<file path="config.mk">
export PLATFORM = sky130hd
export DESIGN_NAME = febe_counter
export DESIGN_NICKNAME = d
export VERILOG_FILES = /design/src/rtl/febe_pkg.sv /design/src/rtl/febe_ebit_qual.sv /design/src/rtl/febe_run_cnt.sv /design/src/rtl/febe_hold_reg.sv /design/src/rtl/febe_counter.sv
export SDC_FILE = /design/constraint.sdc
export NUM_CORES = 1
export LEC_CHECK = 0
export BUFFER_PORTS_ARGS = -buffer_cell sky130_fd_sc_hd__buf_2
export CELL_PAD_IN_SITES_DETAIL_PLACEMENT = 1
export CELL_PAD_IN_SITES_GLOBAL_PLACEMENT = 2
export CORE_UTILIZATION = 34
export DETAILED_ROUTE_END_ITERATION = 12
export GPL_TIMING_DRIVEN = 0
export PLACE_DENSITY_LB_ADDON = 0.1
export SYNTH_ARGS = -nofsm -noshare
export SYNTH_HDL_FRONTEND = slang
export SYNTH_SLANG_ARGS = --single-unit
</file>
<file path="constraint.sdc">
create_clock -name clk -period 1.4 [get_ports clk]
set_clock_uncertainty 0.05 [all_clocks]
set_input_delay 0.21 -clock clk [delete_from_list [all_inputs] [get_ports clk]]
set_output_delay 0.21 -clock clk [all_outputs]
set_load 0.05 [all_outputs]
</file>
<file path="src/rtl/febe_pkg.sv">
package febe_pkg;
  typedef enum logic [1:0] {
    ACT_HOLD = 2'd0,
    ACT_INC  = 2'd1,
    ACT_SNAP = 2'd2,
    ACT_CLR  = 2'd3
  } febe_act_e;

  localparam int unsigned FEBE_NUM_EPOS = 2;
endpackage

</file>
<file path="src/rtl/febe_ebit_qual.sv">
module febe_ebit_qual #(
  parameter int unsigned FRM_W   = 4,
  parameter int unsigned EFRM_A  = 13,
  parameter int unsigned EFRM_B  = 15,
  parameter bit          CAS_GATES = 1'b0
) (
  input  logic             bit_en,
  input  logic             frm_start,
  input  logic [FRM_W-1:0] frm_idx,
  input  logic             rx_bit,
  input  logic             los_fas,
  input  logic             los_crc,
  input  logic             los_cas,
  output logic             err_evt
);
  import febe_pkg::*;

  localparam int unsigned EPOS [FEBE_NUM_EPOS] = '{EFRM_A, EFRM_B};

  logic [FEBE_NUM_EPOS-1:0] pos_hit;
  logic                     in_sync;

  // one comparator per E-bit frame position
  for (genvar g = 0; g < FEBE_NUM_EPOS; g++) begin : g_pos
    assign pos_hit[g] = (frm_idx == FRM_W'(EPOS[g]));
  end

  // signalling loss only gates counting when the variant asks for it
  assign in_sync = !los_fas && !los_crc && !(CAS_GATES && los_cas);

  assign err_evt = bit_en && frm_start && (|pos_hit) && !rx_bit && in_sync;
endmodule

</file>
<file path="src/rtl/febe_run_cnt.sv">
module febe_run_cnt #(
  parameter int unsigned CNT_W = 16
) (
  input  logic             clk,
  input  logic             rst_n,
  input  logic             err_evt,
  input  logic             snap,
  input  logic             clr,
  output logic [CNT_W-1:0] run_cnt,
  output logic [CNT_W-1:0] snap_val
);
  import febe_pkg::*;

  febe_act_e        act;
  logic [CNT_W-1:0] run_nx;
  logic             run_en;

  // the event of the snapshot cycle goes into the snapshot, not the next second
  assign snap_val = run_cnt + {{(CNT_W-1){1'b0}}, err_evt};

  always_comb begin
    if (clr)          act = ACT_CLR;
    else if (snap)    act = ACT_SNAP;
    else if (err_evt) act = ACT_INC;
    else              act = ACT_HOLD;
  end

  always_comb begin
    run_en = 1'b1;
    run_nx = run_cnt;
    case (act)
      ACT_CLR, ACT_SNAP: run_nx = '0;
      ACT_INC:           run_nx = snap_val;
      default:           run_en = 1'b0;
    endcase
  end

  always_ff @(posedge clk or negedge rst_n) begin
    if (!rst_n)      run_cnt <= '0;
    else if (run_en) run_cnt <= run_nx;
  end
endmodule

</file>
<file path="src/rtl/febe_hold_reg.sv">
module febe_hold_reg #(
  parameter int unsigned BYTE_W = 8,
  localparam int unsigned CNT_W = 2 * BYTE_W
) (
  input  logic              clk,
  input  logic              rst_n,
  input  logic              load,
  input  logic              clr,
  input  logic [CNT_W-1:0]  din,
  output logic [BYTE_W-1:0] hi,
  output logic [BYTE_W-1:0] lo
);
  logic [CNT_W-1:0] hold_q;
  logic [CNT_W-1:0] hold_nx;
  logic             hold_en;

  always_comb begin
    hold_en = clr || load;
    hold_nx = clr ? '0 : din;
  end

  always_ff @(posedge clk or negedge rst_n) begin
    if (!rst_n)       hold_q <= '0;
    else if (hold_en) hold_q <= hold_nx;
  end

  assign hi = hold_q[CNT_W-1:BYTE_W];
  assign lo = hold_q[BYTE_W-1:0];
endmodule

</file>
<file path="src/rtl/febe_counter.sv">
module febe_counter #(
  parameter int unsigned BYTE_W    = 8,
  parameter int unsigned FRM_W     = 4,
  parameter int unsigned EFRM_A    = 13,
  parameter int unsigned EFRM_B    = 15,
  parameter bit          CAS_GATES = 1'b0
) (
  input  logic              clk,
  input  logic              rst_n,
  input  logic              bit_en,
  input  logic              rx_bit,
  input  logic              frm_start,
  input  logic [FRM_W-1:0]  frm_idx,
  input  logic              los_fas,
  input  logic              los_crc,
  input  logic              los_cas,
  input  logic              snap,
  input  logic              clr,
  output logic [BYTE_W-1:0] cnt_hi,
  output logic [BYTE_W-1:0] cnt_lo
);
  localparam int unsigned CNT_W = 2 * BYTE_W;

  logic [1:0]       rst_pipe;
  logic             rst_sync_n;
  logic             err_evt;
  logic [CNT_W-1:0] run_cnt;
  logic [CNT_W-1:0] snap_val;

  // asserted asynchronously, released on the clock
  always_ff @(posedge clk or negedge rst_n) begin
    if (!rst_n) rst_pipe <= '0;
    else        rst_pipe <= {rst_pipe[0], 1'b1};
  end
  assign rst_sync_n = rst_pipe[1];

  febe_ebit_qual #(
    .FRM_W(FRM_W), .EFRM_A(EFRM_A), .EFRM_B(EFRM_B), .CAS_GATES(CAS_GATES)
  ) u_qual (
    .bit_en(bit_en), .frm_start(frm_start), .frm_idx(frm_idx), .rx_bit(rx_bit),
    .los_fas(los_fas), .los_crc(los_crc), .los_cas(los_cas), .err_evt(err_evt)
  );

  febe_run_cnt #(.CNT_W(CNT_W)) u_run (
    .clk(clk), .rst_n(rst_sync_n), .err_evt(err_evt), .snap(snap), .clr(clr),
    .run_cnt(run_cnt), .snap_val(snap_val)
  );

  febe_hold_reg #(.BYTE_W(BYTE_W)) u_hold (
    .clk(clk), .rst_n(rst_sync_n), .load(snap), .clr(clr), .din(snap_val),
    .hi(cnt_hi), .lo(cnt_lo)
  );
endmodule

</file>
After elaboration in Yosys (flattened, before gate mapping). Index checks and enable logic that the tools add are counted.

RAM bits: 0. Memories kept: 0. Bits in read-only memories: 0. Bits in registers: 34. Bits in latches: 0. Logic and storage cells: 29. Output and inout port bits: 16. Bits of input ports: 14.

Reduce and logical (&&, ||, !) cells: 14. Order comparisons: 0. Eq/ne operators: 5. Add/sub/neg operators: 1. Shifts and indexed selects: 0. Multipliers: 0. Multiplexer cells: 6. Divide/modulo/power cells: 0. Bitwise logic cells: 0.

Operator list (count): $pmux W16 S2 (1); $add A16 B1 Y16 (1); $mux W16 (1); $eq A4 B4 Y1 const B (2); $logic_and A1 B1 Y1 (5); $eq A2 B2 Y1 const B (2); $mux W2 (2); $reduce_or A2 Y1 (2); $logic_not A1 Y1 (3); $reduce_or A3 Y1 (1); $eq A2 B1 Y1 const B (1); $mux W1 (2); $reduce_and A2 Y1 (1); $reduce_bool A2 Y1 (1); $logic_or A1 B1 Y1 (1).

Depth between registers and ports, before layout. Gate-level depths: netlist of the first run.

Word-level depth: 12. Gate-level depth with buffers: 10. Depth with buffers taken out: 9.

By module. A second synthesis of the first run with hierarchy kept.

Cells, all modules: 179. Area total of the unflattened synthesis: 1894.3 µm².

Modules (own cells, without submodules): febe_run_cnt (cells an instance 121, area each 1154.9 µm², seq. area each 400.4 µm², instances 1); febe_hold_reg (cells an instance 52, area each 660.6 µm², seq. area each 400.4 µm², instances 1); febe_counter (cells an instance 3, area each 53.8 µm², seq. area each 50.0 µm², instances 1); febe_ebit_qual (cells an instance 3, area each 25.0 µm², seq. area each 0.0 µm², instances 1).

Least setup slack after synthesis of the first run. No wires, ideal clock.

Path type: input port to flip-flop. From: input port rx_bit. To: register u_hold.hold_q[14]. Buffers on the path: 1. Slack: -1.207 ns. Stages: 10. Setup time: 0.099 ns. Arrival: 2.458 ns. Cells stage by stage: nor4b_1 > nand2_1 > inv_1 > ha_1 > ha_1 > nand4_2 > or3_1 > buf_2 > or3_1 > a311oi_1.

Longest elaborated chain between the ends: 5.

RTL lines: start: declaration (RTL line febe_counter.sv:11) `input logic rx_bit,`; $logic_not A1 Y1 (RTL line febe_ebit_qual.sv:31) `assign err_evt = bit_en && frm_start && (|pos_hit) && !rx_bit && in_sync;`; $logic_and A1 B1 Y1 (2 in a row) (RTL line febe_ebit_qual.sv:31); $add A16 B1 Y16 (RTL line febe_run_cnt.sv:19) `assign snap_val = run_cnt + {{(CNT_W-1){1'b0}}, err_evt};`; $mux W16 (RTL line febe_hold_reg.sv:19) `hold_nx = clr ? '0 : din;`; end signal: assignment (RTL line febe_hold_reg.sv:24) `else if (hold_en) hold_q <= hold_nx;`; end: declaration (RTL line febe_hold_reg.sv:13) `logic [CNT_W-1:0] hold_q;`.

No other way between the ends. A chain may end at the register's enable or synchronous reset.

Worst setup path in the final report of the first run.
From: input port los_crc. To: register u_hold.hold_q[14].

Longest elaborated chain between the ends: 5.

RTL lines: start: declaration (RTL line febe_counter.sv:15) `input logic los_crc,`; $logic_not A1 Y1 (RTL line febe_ebit_qual.sv:29) `assign in_sync = !los_fas && !los_crc && !(CAS_GATES && los_cas);`; $logic_and A1 B1 Y1 (RTL line febe_ebit_qual.sv:29); $logic_and A1 B1 Y1 (RTL line febe_ebit_qual.sv:31); $add A16 B1 Y16 (RTL line febe_run_cnt.sv:19); $mux W16 (RTL line febe_hold_reg.sv:19).

No other way between the ends.

==> flow_results.xml, run 1 <==
<?xml version="1.0" encoding="UTF-8"?>
<metrics>
  <group name="timing">
    <metric name="tightestPinTransition" unit="ns">0.747</metric>
    <metric name="setup_slack" unit="ns">-0.713</metric>
    <metric name="timing.max_slew.rel_slack" unit="%">50.2</metric>
    <metric name="final_hold_viol_count" unit="">0</metric>
    <metric name="rsz0062_at_grt" unit="">yes</metric>
    <metric name="setup_viol_count_final" unit="">28</metric>
    <metric name="fin_crit" unit="ns">2.11</metric>
    <metric name="final_max_slew_viol_count" unit="">0</metric>
    <metric name="fmax_achieved" unit="MHz">473</metric>
    <metric name="final_min_period_over_clock_period" unit="%">151</metric>
  </group>
  <group name="clocking">
    <metric name="tritoncts" unit="">yes</metric>
    <metric name="clk_latency" unit="ns">0.28</metric>
    <metric name="clockRootBuffer" unit="">sky130_fd_sc_hd__clkbuf_8</metric>
    <metric name="cts_htree_levels" unit="">2</metric>
    <metric name="clock-sinks" unit="">34</metric>
    <metric name="clock_transition_at_the_register_clock_pins_on_the_worst_setup_and_hold_paths_after_cts" unit="ns">0.07</metric>
    <metric name="cts_buffers" unit="">5</metric>
    <metric name="cts_buffer_depth" unit="">2</metric>
  </group>
  <group name="worst_setup_path">
    <metric name="crit_arrival" unit="ns">2.26</metric>
    <metric name="reg2reg_setup_slack" unit="ns">-0.61</metric>
    <metric name="cp.required" unit="ns">1.55</metric>
    <metric name="worst-setup-path-type" unit="">primary input to flip-flop</metric>
    <metric name="crit_chain" unit="">buf_6 -&gt; nor4b_4 -&gt; nand2_2 -&gt; inv_2 -&gt; ha_4 -&gt; ha_4 -&gt; nand4_4 -&gt; or3_4 -&gt; buf_6 -&gt; or3_1 -&gt; a311oi_2</metric>
    <metric name="timing.critical_path.fanout_max" unit="">6</metric>
    <metric name="critPathLaunchType" unit="">primary input</metric>
    <metric name="worst_path_largest_cell_delay" unit="ns">0.39</metric>
    <metric name="cp_slowest_cell" unit="">sky130_fd_sc_hd__or3_4</metric>
    <metric name="setup.worst_path.end_class" unit="">flip-flop</metric>
  </group>
  <group name="route">
    <metric name="drt_pre_antenna_iters" unit="">4</metric>
    <metric name="via_count_of_the_routed_design" unit="">1632</metric>
    <metric name="detailedRoute.firstIterationViolations" unit="">35</metric>
    <metric name="drt-vias-per-instance" unit="">5.40</metric>
    <metric name="wire_per_inst" unit="um">18.0</metric>
    <metric name="wl" unit="um">5420</metric>
    <metric name="ant_nets" unit="">0</metric>
    <metric name="total_drc_errors_in_the_routed_layout" unit="">0</metric>
  </group>
  <group name="global_routing">
    <metric name="grt_first_pass_wirelength" unit="um">8620</metric>
    <metric name="grt_pass1_vias" unit="">1708</metric>
    <metric name="antenna_found_initial" unit="">0</metric>
    <metric name="groute.usage.overall" unit="%">21.8</metric>
    <metric name="grt.overflow.total" unit="">0</metric>
    <metric name="grt_start_max_net_pins" unit="">33</metric>
  </group>
  <group name="place">
    <metric name="gp_congestion" unit="">0.751</metric>
    <metric name="placed_cells_incl_taps" unit="">275</metric>
    <metric name="portBuffers" unit="">26</metric>
    <metric name="post_place_cell_area" unit="sq um">2090</metric>
    <metric name="dp_hpwl" unit="um">3420</metric>
  </group>
  <group name="power">
    <metric name="swShare" unit="%">27.2</metric>
    <metric name="combPwrFrac" unit="%">10.6</metric>
    <metric name="total_switching_power" unit="uW">547</metric>
    <metric name="finalPower" unit="mW">2.01</metric>
    <metric name="cellPowerDensity" unit="nW/um^2">795</metric>
    <metric name="clock_power_share" unit="%">38.0</metric>
    <metric name="cellLeakagePower" unit="nW">1.07</metric>
    <metric name="ir_worst_vdd" unit="mV">0.501</metric>
    <metric name="internal_power" unit="mW">1.46</metric>
    <metric name="p_seq_share" unit="%">51.4</metric>
  </group>
  <group name="final_layout">
    <metric name="layoutNonFillerInstCount" unit="">302</metric>
    <metric name="postLayoutCellArea" unit="sq um">2520</metric>
    <metric name="layout-drive-gt1-share" unit="%">45.1</metric>
    <metric name="multiInputGateArea" unit="sq um">1080</metric>
    <metric name="design.final.nets" unit="">250</metric>
    <metric name="antenna-diode-count" unit="">0</metric>
    <metric name="regArea" unit="sq um">855</metric>
    <metric name="area.growth.synth_to_final" unit="%">46.2</metric>
    <metric name="fill_cells" unit="">575</metric>
  </group>
  <group name="status">
    <metric name="run_status" unit="">complete, but fails checks</metric>
    <metric name="violations" unit="">negative setup slack</metric>
  </group>
  <group name="synth">
    <metric name="synth_seq_cells" unit="">34</metric>
    <metric name="ys_warn_count" unit="">0</metric>
    <metric name="post_synth_instance_area" unit="sq um">1730</metric>
    <metric name="postSynthAreaPerCell" unit="sq um">9.49</metric>
    <metric name="seq_area_frac_synth" unit="%">49.3</metric>
    <metric name="synthDistinctLibCells" unit="">30</metric>
    <metric name="syn-instance-count" unit="">182</metric>
    <metric name="mappedNetlistNets" unit="">198</metric>
  </group>
  <group name="die">
    <metric name="dieHeight" unit="um">73.3</metric>
    <metric name="io_pins" unit="">30</metric>
    <metric name="fp.coreArea" unit="sq um">4820</metric>
    <metric name="std_cell_rows" unit="">25</metric>
    <metric name="die_area" unit="sq um">5370</metric>
    <metric name="die_width" unit="um">73.3</metric>
    <metric name="initial_utilization" unit="%">35.8</metric>
  </group>
  <group name="flow_run">
    <metric name="maxcap_violations" unit="">0</metric>
  </group>
  <group name="worst_hold_path">
    <metric name="min_path_type" unit="">primary input to asynchronous set/reset pin</metric>
  </group>
</metrics>
==> routing by layer <==
metal	GRT usage, %	wire (um)	up-vias
li1	-	-	761
met1	28.1	2390	843
met2	37.1	2870	26
met3	4.94	134	2
met4	5.23	29	0
met5	0	0	-
==> final cells by class <==
| type | instances | area share, % |
|---|---|---|
| buffer | 11 | 3.82 |
| clock buffer | 7 | 3.42 |
| clock inverter | 1 | 0.198 |
| inverter | 5 | 0.743 |
| multi-input combinational | 131 | 42.8 |
| sequential | 34 | 33.8 |
| tap | 67 | 3.32 |
| timing repair buffer | 46 | 11.9 |
==> cell usage after synthesis (all sizes together) <==
cell    number  area (sq um)
dfrtp       34           851
nor2        26          97.6
or3         12          76.3
clkbuf      10          37.5
o21ai       10          50.1
xnor2       10          87.6
nand2        9          36.3
a21oi        8          40.0
a311oi       8          70.1
a211oi       6          45.0
nand3        6          30.0
inv          5          18.8
nand4        5          37.5
or4          5          37.5
nor4         4          25.0
o31ai        4          30.0
buf          3          15.0
nor3         3          15.0
xor2         3          26.3
ha           2          25.0
mux2i        2          20.0
or2          2          12.5
and4         1          8.76
conb         1          3.75
mux2         1          11.3
nor4b        1          8.76
or4b         1          10.0
==> power groups by stage <==
stage,combinational (mW),sequential [mW],clock (mW)
floorplan,0.0614,1.11,0
global placement,0.191,1.05,0
detailed placement,0.195,1.05,0
CTS,0.208,1.03,0.789
global route,0.227,1.04,0.830
finish,0.213,1.03,0.764
==> worst max-delay path, delay by kind of cell <==
family | cells | cell delay (ns)
and+or+nand+nor | 5 | 1.18
buffers and inverters | 3 | 0.33
adders and majority gates | 2 | 0.29
AOI/OAI and AO/OA | 1 | 0.25
==> placed cells by master, fill, tap and decap left out, types with 5 or more instances in the layout <==
cell type,Yosys,layout
sky130_fd_sc_hd__a211oi_1,6,6
sky130_fd_sc_hd__a21oi_2,0,6
sky130_fd_sc_hd__a311oi_2,0,5
sky130_fd_sc_hd__buf_2,3,25
sky130_fd_sc_hd__buf_4,0,17
sky130_fd_sc_hd__buf_6,0,5
sky130_fd_sc_hd__clkbuf_1,10,6
sky130_fd_sc_hd__clkbuf_8,0,7
sky130_fd_sc_hd__dfrtp_1,34,31
sky130_fd_sc_hd__nand2_1,8,7
sky130_fd_sc_hd__nor2_1,26,25
sky130_fd_sc_hd__o21ai_0,10,9
sky130_fd_sc_hd__or3_1,11,7
sky130_fd_sc_hd__xnor2_1,10,9
==> stage by stage <==
stage / setup TNS (ns) / hold slack (ns) / setup WS, ns / utilization (%)
floorplan: -13.36 / -0.136 / -0.899 / -
global placement: -26.98 / -0.0550 / -1.24 / 43.4
detailed placement: -30.26 / -0.0531 / -1.27 / 43.4
CTS: -16.61 / 0.185 / -0.701 / 50.2
global route: -14.54 / 0.183 / -0.767 / 52.4
finish: -12.32 / 0.178 / -0.713 / 52.4
==> flip-flops by register name, summed over array words and instances (netlist names) <==
| name | count |
|---|---|
| rst_pipe | 2 |
| u_hold.hold_q | 16 |
| u_run.run_cnt | 16 |
==> worst paths after layout <==
path                             startpoint           endpoint  cells after the start
hold reg to reg                 rst_pipe[1]  u_hold.hold_q[10]                      0
setup reg to reg           u_run.run_cnt[0]  u_hold.hold_q[14]                      7
setup / recovery                    los_crc  u_hold.hold_q[14]                     11
hold / removal                        rst_n        rst_pipe[1]                      2
max in group asynchronous       rst_pipe[1]   u_run.run_cnt[5]                      0
min in group clk                        clr  u_hold.hold_q[12]                      2
==> repair_timing <==
item / 4_1_cts / 5_1_grt
gates resized for setup: 25 / 21
setup endpoints to repair: 60 / 30
hold buffers: 1 / 0
pin swaps: 15 / 14
hold endpoints to repair: 2 / 0
setup buffers: 15 / 10
cloned: 0 / 1
==> cell families after synthesis <==
group	after synthesis	synth area share [%]
DFF	34	49.3
other	1	0.217
xor gates and xnor gates	13	6.59
buffers and inverters	18	4.13
and+or+nand+nor	75	22.9
adders and majority gates	2	1.45
muxes	3	1.81
AOI/OAI and AO/OA	36	13.6
Note: power is estimated with default switching activity, not from simulation.
==> inputs of run 2 (changes only) <==
--- a/config.mk
+++ b/config.mk
@@ -8,6 +8,7 @@
 export BUFFER_PORTS_ARGS = -buffer_cell sky130_fd_sc_hd__buf_2
 export CELL_PAD_IN_SITES_DETAIL_PLACEMENT = 1
 export CELL_PAD_IN_SITES_GLOBAL_PLACEMENT = 2
+export CORE_ASPECT_RATIO = 1.5
 export CORE_UTILIZATION = 34
 export DETAILED_ROUTE_END_ITERATION = 12
 export GPL_TIMING_DRIVEN = 0
==> run 2 against run 1 <==
The flow still finishes with violations (negative setup slack). Total power decreased by 0.70%. Flip-flop and latch count unchanged. Critical path depth is the same. Clock-buffer cell count did not move. Worst setup slack got worse by 0.046 ns. Sequential power is essentially flat. Cell count is 0.66% higher. Cell area increased by 2.3%. First-iteration DRC count is 14% lower. Critical endpoint unchanged.
==> flow_results.xml, run 2 (synthesis results as in run 1) <==
<?xml version="1.0" encoding="UTF-8"?>
<metrics>
  <group name="final_layout">
    <metric name="multiInputGateArea" unit="sq um">1110</metric>
    <metric name="layout.cells.most_common_list" unit="">sky130_fd_sc_hd__dfrtp_1 (33), sky130_fd_sc_hd__nor2_1 (25), sky130_fd_sc_hd__buf_2 (25)</metric>
    <metric name="layout_commonest_cell" unit="">sky130_fd_sc_hd__dfrtp_1</metric>
    <metric name="top_regs" unit="">u_hold.hold_q (16), u_run.run_cnt (16), rst_pipe (2)</metric>
    <metric name="area.growth.synth_to_final" unit="%">49.6</metric>
    <metric name="design.final.nets" unit="">253</metric>
    <metric name="regArea" unit="sq um">852</metric>
    <metric name="antenna-diode-count" unit="">0</metric>
    <metric name="postLayoutCellArea" unit="sq um">2580</metric>
    <metric name="fill_cells" unit="">539</metric>
    <metric name="layout-drive-gt1-share" unit="%">43.7</metric>
  </group>
  <group name="global_routing">
    <metric name="antenna_found_initial" unit="">0</metric>
    <metric name="grt.overflow.total" unit="">0</metric>
    <metric name="grt_first_pass_wirelength" unit="um">8250</metric>
    <metric name="groute.usage.overall" unit="%">21.3</metric>
    <metric name="grt_pass1_vias" unit="">1712</metric>
    <metric name="grt_start_max_net_pins" unit="">33</metric>
  </group>
  <group name="power">
    <metric name="cellLeakagePower" unit="nW">1.10</metric>
    <metric name="cellPowerDensity" unit="nW/um^2">772</metric>
    <metric name="ir_worst_vdd" unit="mV">0.497</metric>
    <metric name="finalPower" unit="mW">1.99</metric>
  </group>
  <group name="place">
    <metric name="gp_congestion" unit="">0.797</metric>
    <metric name="dp_hpwl" unit="um">3340</metric>
    <metric name="portBuffers" unit="">26</metric>
    <metric name="post_place_cell_area" unit="sq um">2090</metric>
    <metric name="preCtsSetupSlack" unit="ns">-1.35</metric>
  </group>
  <group name="route">
    <metric name="via_count_of_the_routed_design" unit="">1615</metric>
    <metric name="total_drc_errors_in_the_routed_layout" unit="">0</metric>
    <metric name="drt-vias-per-instance" unit="">5.31</metric>
    <metric name="ant_nets" unit="">0</metric>
    <metric name="detailedRoute.firstIterationViolations" unit="">30</metric>
    <metric name="wire_per_inst" unit="um">16.7</metric>
    <metric name="drt_pre_antenna_iters" unit="">4</metric>
    <metric name="wl" unit="um">5080</metric>
  </group>
  <group name="worst_setup_path">
    <metric name="worst-setup-path-type" unit="">primary input to flip-flop</metric>
    <metric name="crit_arrival" unit="ns">2.30</metric>
    <metric name="critical_path.reg2reg.startpoint" unit="">u_run.run_cnt[0]</metric>
    <metric name="timing.critical_path.fanout_max" unit="">6</metric>
    <metric name="critPathLaunchType" unit="">primary input</metric>
    <metric name="setup.worst_path.end_class" unit="">flip-flop</metric>
    <metric name="reg2reg_depth" unit="">7</metric>
    <metric name="setup.worst_path.start" unit="">los_crc</metric>
    <metric name="cp.required" unit="ns">1.54</metric>
  </group>
  <group name="die">
    <metric name="io_pins" unit="">30</metric>
    <metric name="fp.coreArea" unit="sq um">4850</metric>
    <metric name="die_width" unit="um">60.2</metric>
    <metric name="initial_utilization" unit="%">35.6</metric>
    <metric name="dieHeight" unit="um">89.3</metric>
    <metric name="std_cell_rows" unit="">31</metric>
    <metric name="die_area" unit="sq um">5370</metric>
  </group>
  <group name="timing">
    <metric name="tightestPinTransition" unit="ns">0.735</metric>
    <metric name="rsz0062_at_grt" unit="">yes</metric>
    <metric name="fin_crit" unit="ns">2.16</metric>
    <metric name="final_max_slew_viol_count" unit="">0</metric>
    <metric name="fin_hold_ws" unit="ns">0.180</metric>
    <metric name="final_hold_viol_count" unit="">0</metric>
    <metric name="timing.max_slew.rel_slack" unit="%">51.0</metric>
    <metric name="final_min_period_over_clock_period" unit="%">154</metric>
    <metric name="fmax_achieved" unit="MHz">463</metric>
    <metric name="setup_viol_count_final" unit="">28</metric>
    <metric name="timing.setup.tns" unit="ns">-14.80</metric>
    <metric name="setup_slack" unit="ns">-0.759</metric>
  </group>
  <group name="clocking">
    <metric name="clock-sinks" unit="">34</metric>
    <metric name="clockRootBuffer" unit="">sky130_fd_sc_hd__clkbuf_8</metric>
    <metric name="tritoncts" unit="">yes</metric>
    <metric name="cts_buffer_depth" unit="">2</metric>
    <metric name="cts_htree_levels" unit="">2</metric>
    <metric name="clk_latency" unit="ns">0.28</metric>
    <metric name="cts_buffers" unit="">5</metric>
    <metric name="clock_transition_at_the_register_clock_pins_on_the_worst_setup_and_hold_paths_after_cts" unit="ns">0.07</metric>
  </group>
  <group name="flow_run">
    <metric name="maxcap_violations" unit="">0</metric>
  </group>
  <group name="worst_hold_path">
    <metric name="min_path_type" unit="">primary input to asynchronous set/reset pin</metric>
  </group>
  <group name="status">
    <metric name="run_status" unit="">complete, but fails checks</metric>
    <metric name="violations" unit="">negative setup slack</metric>
  </group>
</metrics>
-- run 2: cell types whose count changed in the layout (fill, tap and decap cells not counted), sizes merged --
cell    change
or4         -1
clkbuf      +2
buf         +2
-- run 2: per-stage QoR --
| stage | cells | utilization, % |
|---|---|---|
| 6_report | 304 | 53.3 |
| 5_1_grt | 304 | 53.3 |
| 2_1_floorplan | 182 | - |
| 3_5_place_dp | 274 | 43.1 |
| 4_1_cts | 300 | 50.6 |
| 3_3_place_gp | 274 | 43.1 |
-- run 2: worst max-delay path: stages --
cell and delay (ns):
sky130_fd_sc_hd__buf_6 0.10, sky130_fd_sc_hd__nor4b_4 0.30, sky130_fd_sc_hd__nand2_2 0.12, sky130_fd_sc_hd__inv_4 0.07, sky130_fd_sc_hd__ha_4 0.13, sky130_fd_sc_hd__ha_4 0.15
sky130_fd_sc_hd__nand4_4 0.11, sky130_fd_sc_hd__or3_4 0.40, sky130_fd_sc_hd__buf_6 0.14, sky130_fd_sc_hd__or3_4 0.32, sky130_fd_sc_hd__a311oi_2 0.24
-- run 2: timing repair --
item,CTS,global route
buffers inserted,18,4
setup endpoints to repair,61,28
pin swaps,21,13
gates resized for setup,31,21
hold buffers,1,0
hold endpoints to repair,2,0
-- run 2: final timing paths --
| kind | end | slack [ns] |
|---|---|---|
| worst max-delay path | u_hold.hold_q[14] | -0.76 |
| min in group clk | rst_pipe[1] | 0.30 |
| worst min-delay path | rst_pipe[1] | 0.18 |
| worst max register to register | u_hold.hold_q[14] | -0.67 |
| max in group asynchronous | u_hold.hold_q[5] | 0.55 |
| worst min register to register | u_run.run_cnt[15] | 0.28 |
-- run 2: power by group --
part	internal (mW)	leakage [nW]	switching (mW)
registers	1.00	0.461	0.0272
clock network	0.397	0.0482	0.361
logic	0.0600	0.593	0.146
-- run 2: layout make-up --
type	count	area share, %
buffer	12	3.34
clock buffer	7	3.34
clock inverter	1	0.194
inverter	5	0.823
multi-input combinational	130	42.8
sequential	34	33.0
tap	66	3.20
timing repair buffer	49	13.3
-- run 2: layer usage --
layer | vias up | global-route usage (%) | share of wire [%]
li1 | 764 | - | -
met1 | 787 | 22.8 | 38
met2 | 47 | 38.0 | 54
met3 | 17 | 4.49 | 3.8
met4 | 0 | 11.4 | 4.0
met5 | - | 0 | 0
==> inputs of run 3 (changes only) <==
--- a/config.mk
+++ b/config.mk
@@ -5,11 +5,12 @@
 export SDC_FILE = /design/constraint.sdc
 export NUM_CORES = 1
 export LEC_CHECK = 0
+export ABC_AREA = 1
 export BUFFER_PORTS_ARGS = -buffer_cell sky130_fd_sc_hd__buf_2
 export CELL_PAD_IN_SITES_DETAIL_PLACEMENT = 1
 export CELL_PAD_IN_SITES_GLOBAL_PLACEMENT = 2
 export CORE_ASPECT_RATIO = 1.5
-export CORE_UTILIZATION = 34
+export CORE_UTILIZATION = 32
 export DETAILED_ROUTE_END_ITERATION = 12
 export GPL_TIMING_DRIVEN = 0
 export PLACE_DENSITY_LB_ADDON = 0.1
==> run 3 against run 2 <==
The run still ends with negative setup slack left. Flip-flop and latch count stayed put. Highest routed layer unchanged. Global-route usage shrank 2.9 points. Synthesized cell count increased by 20%. Fmax is 39% higher. Sequential power hardly changed.
==> flow_results.xml, run 3 <==
<?xml version="1.0" encoding="UTF-8"?>
<metrics>
  <group name="global_routing">
    <metric name="grt_pass1_vias" unit="">1662</metric>
    <metric name="grt_first_pass_wirelength" unit="um">8050</metric>
    <metric name="grt_start_max_net_pins" unit="">33</metric>
    <metric name="groute.usage.overall" unit="%">18.3</metric>
    <metric name="antenna_found_initial" unit="">0</metric>
    <metric name="grt.overflow.total" unit="">0</metric>
  </group>
  <group name="worst_setup_path">
    <metric name="reg2reg_setup_slack" unit="ns">-0.15</metric>
    <metric name="critical_path.n_buffers_inverters" unit="">1</metric>
    <metric name="critical_path.most_common_cell" unit="">sky130_fd_sc_hd__ha_4</metric>
    <metric name="crit_arrival" unit="ns">1.72</metric>
    <metric name="worstReg2RegEnd" unit="">u_run.run_cnt[12]</metric>
    <metric name="worst_path_largest_cell_delay" unit="ns">0.39</metric>
    <metric name="cp_slowest_cell" unit="">sky130_fd_sc_hd__dfrtp_1</metric>
    <metric name="cp.required" unit="ns">1.57</metric>
    <metric name="reg2reg_depth" unit="">9</metric>
    <metric name="setup.worst_path.end_class" unit="">flip-flop</metric>
    <metric name="timing.critical_path.fanout_max" unit="">3</metric>
    <metric name="worst-setup-path-type" unit="">flip-flop to flip-flop</metric>
    <metric name="critical_path.reg2reg.startpoint" unit="">u_run.run_cnt[0]</metric>
    <metric name="crit_chain" unit="">ha_4 -&gt; ha_4 -&gt; nand2_4 -&gt; nor2_4 -&gt; buf_4 -&gt; nand4_1 -&gt; nand2_2 -&gt; nand2_1 -&gt; o21ai_1</metric>
    <metric name="critPathLaunchType" unit="">flip-flop</metric>
    <metric name="cp_top_family" unit="">simple AND/OR/NAND/NOR gates</metric>
  </group>
  <group name="timing">
    <metric name="fin_hold_ws" unit="ns">0.175</metric>
    <metric name="final_max_slew_viol_count" unit="">0</metric>
    <metric name="setup_viol_count_final" unit="">25</metric>
    <metric name="fmax_achieved" unit="MHz">645</metric>
    <metric name="tightestPinTransition" unit="ns">0.761</metric>
    <metric name="final_hold_viol_count" unit="">0</metric>
    <metric name="rsz0062_at_grt" unit="">yes</metric>
    <metric name="final_min_period_over_clock_period" unit="%">111</metric>
    <metric name="timing.setup.tns" unit="ns">-1.71</metric>
    <metric name="fin_crit" unit="ns">1.55</metric>
    <metric name="setup_slack" unit="ns">-0.150</metric>
    <metric name="timing.max_slew.rel_slack" unit="%">49.3</metric>
  </group>
  <group name="synth">
    <metric name="mappedNetlistNets" unit="">234</metric>
    <metric name="synth_flop_cell" unit="">sky130_fd_sc_hd__dfrtp_1</metric>
    <metric name="post_synth_instance_area" unit="sq um">1750</metric>
    <metric name="area_share_of_the_largest_cell_type_after_synthesis" unit="%">48.5</metric>
    <metric name="synth_seq_cells" unit="">34</metric>
    <metric name="ys_async_sr_fraction" unit="%">100</metric>
    <metric name="synth-edff-count" unit="">0</metric>
    <metric name="postSynthAreaPerCell" unit="sq um">8.05</metric>
    <metric name="ys_warn_count" unit="">0</metric>
    <metric name="synthDistinctLibCells" unit="">21</metric>
    <metric name="main_area_contributors_after_synthesis" unit="">sky130_fd_sc_hd__dfrtp_1 (49%), sky130_fd_sc_hd__nand2_1 (18%), sky130_fd_sc_hd__nand3_1 (6.3%)</metric>
    <metric name="syn-instance-count" unit="">218</metric>
    <metric name="synth.cells.most_frequent" unit="">sky130_fd_sc_hd__nand2_1 (83), sky130_fd_sc_hd__dfrtp_1 (34), sky130_fd_sc_hd__nand3_1 (22)</metric>
    <metric name="synth_most_common_cell" unit="">sky130_fd_sc_hd__nand2_1</metric>
    <metric name="post-synth-top-area-cell" unit="">sky130_fd_sc_hd__dfrtp_1</metric>
    <metric name="seq_area_frac_synth" unit="%">48.5</metric>
  </group>
  <group name="status">
    <metric name="violations" unit="">negative setup slack</metric>
    <metric name="run_status" unit="">complete, but fails checks</metric>
  </group>
  <group name="final_layout">
    <metric name="regArea" unit="sq um">852</metric>
    <metric name="antenna-diode-count" unit="">0</metric>
    <metric name="multiInputGateArea" unit="sq um">998</metric>
    <metric name="finish.utilization" unit="%">44.8</metric>
    <metric name="top_regs" unit="">u_hold.hold_q (16), u_run.run_cnt (16), rst_pipe (2)</metric>
    <metric name="layout-drive-gt1-share" unit="%">33.3</metric>
    <metric name="fill_cells" unit="">636</metric>
    <metric name="design.final.nets" unit="">276</metric>
    <metric name="layout_commonest_cell" unit="">sky130_fd_sc_hd__nand2_1</metric>
    <metric name="area.growth.synth_to_final" unit="%">33.0</metric>
    <metric name="postLayoutCellArea" unit="sq um">2330</metric>
    <metric name="layoutNonFillerInstCount" unit="">329</metric>
    <metric name="layout.cells.most_common_list" unit="">sky130_fd_sc_hd__nand2_1 (79), sky130_fd_sc_hd__dfrtp_1 (33), sky130_fd_sc_hd__buf_2 (28)</metric>
  </group>
  <group name="route">
    <metric name="drt-vias-per-instance" unit="">4.73</metric>
    <metric name="wl" unit="um">4880</metric>
    <metric name="ant_nets" unit="">0</metric>
    <metric name="wire_per_inst" unit="um">14.8</metric>
    <metric name="drt_pre_antenna_iters" unit="">4</metric>
    <metric name="total_drc_errors_in_the_routed_layout" unit="">0</metric>
    <metric name="detailedRoute.firstIterationViolations" unit="">36</metric>
    <metric name="via_count_of_the_routed_design" unit="">1557</metric>
  </group>
  <group name="clocking">
    <metric name="clk_latency" unit="ns">0.29</metric>
    <metric name="clock_transition_at_the_register_clock_pins_on_the_worst_setup_and_hold_paths_after_cts" unit="ns">0.08</metric>
    <metric name="cts_htree_levels" unit="">2</metric>
    <metric name="cts_buffer_depth" unit="">2</metric>
    <metric name="clock-sinks" unit="">34</metric>
    <metric name="clockRootBuffer" unit="">sky130_fd_sc_hd__clkbuf_8</metric>
    <metric name="tritoncts" unit="">yes</metric>
    <metric name="cts_buffers" unit="">5</metric>
  </group>
  <group name="power">
    <metric name="ir_worst_vdd" unit="mV">0.408</metric>
    <metric name="cellPowerDensity" unit="nW/um^2">796</metric>
    <metric name="finalPower" unit="mW">1.86</metric>
    <metric name="cellLeakagePower" unit="nW">1.17</metric>
  </group>
  <group name="die">
    <metric name="io_pins" unit="">30</metric>
    <metric name="die_width" unit="um">62.5</metric>
    <metric name="dieHeight" unit="um">92.7</metric>
    <metric name="die_area" unit="sq um">5790</metric>
    <metric name="initial_utilization" unit="%">33.7</metric>
    <metric name="std_cell_rows" unit="">32</metric>
    <metric name="fp.coreArea" unit="sq um">5200</metric>
  </group>
  <group name="flow_run">
    <metric name="maxcap_violations" unit="">0</metric>
  </group>
  <group name="place">
    <metric name="preCtsSetupSlack" unit="ns">-0.740</metric>
    <metric name="dp_hpwl" unit="um">3320</metric>
    <metric name="portBuffers" unit="">27</metric>
    <metric name="post_place_cell_area" unit="sq um">2020</metric>
    <metric name="placed_cells_incl_taps" unit="">313</metric>
    <metric name="gp_congestion" unit="">0.734</metric>
  </group>
  <group name="worst_hold_path">
    <metric name="min_path_type" unit="">primary input to asynchronous set/reset pin</metric>
  </group>
</metrics>
==> run 3: cell types whose count changed in the layout (fill, tap and decap cells not counted), sizes merged, moves of 8 or more <==
cell    change
inv        +14
a21oi       -8
or3        -12
nand3      +17
clkbuf     -10
xnor2      -10
a311oi      -8
nand2      +79
buf        -13
==> run 3: repair_timing <==
item / in CTS / in global routing
pin swaps: 7 / 8
setup buffers: 3 / 5
hold endpoints to repair: 2 / 0
endpoints found under the setup margin: 29 / 26
gates resized for setup: 19 / 13
hold buffers: 1 / 0
==> run 3: metal layers <==
metal	global-route usage [%]	part of all wire (%)	wire length, um
met1	21.3	42	2030
met2	32.4	54	2640
met3	3.94	2.5	123
met4	7.36	1.8	88
met5	0	0	0
==> run 3: power breakdown <==
part           internal, mW  total [mW]  switching, mW
logic                0.0270      0.0798         0.0528
clock network         0.397       0.774          0.376
registers             0.984        1.00         0.0193
total                  1.41        1.86          0.448
==> run 3: cell families after synthesis <==
logic type / after synthesis / share of synthesized area, %
and+or+nand+nor: 138 / 36.4
DFF: 34 / 48.5
buffers and inverters: 22 / 4.92
AOI/OAI and AO/OA: 13 / 4.56
xor gates and xnor gates: 8 / 3.99
adders and majority gates: 2 / 1.43
other: 1 / 0.214
==> run 3: worst max-delay path by stage <==
stage | slack [ns] | to | depth (start not counted) | from
finish | -0.15 | u_run.run_cnt[12] | 9 | u_run.run_cnt[0]
global route | -0.19 | u_run.run_cnt[12] | 10 | u_run.run_cnt[0]
CTS | -0.11 | u_hold.hold_q[10] | 9 | u_run.run_cnt[0]
detailed placement | -0.74 | u_hold.hold_q[8] | 15 | frm_idx[2]
global placement | -0.73 | u_hold.hold_q[10] | 16 | frm_idx[2]
floorplan | -0.37 | u_run.run_cnt[10] | 14 | los_crc
==> run 3: final cells by class <==
| cell class | count | share of cell area (%) |
|---|---|---|
| plain buffers | 2 | 0.429 |
| clock buffers | 7 | 3.70 |
| clock inverters | 1 | 0.214 |
| inverters | 19 | 3.49 |
| multi-input cells | 162 | 42.8 |
| flip-flops and latches | 34 | 36.5 |
| well taps | 68 | 3.65 |
| repair buffers | 36 | 9.22 |
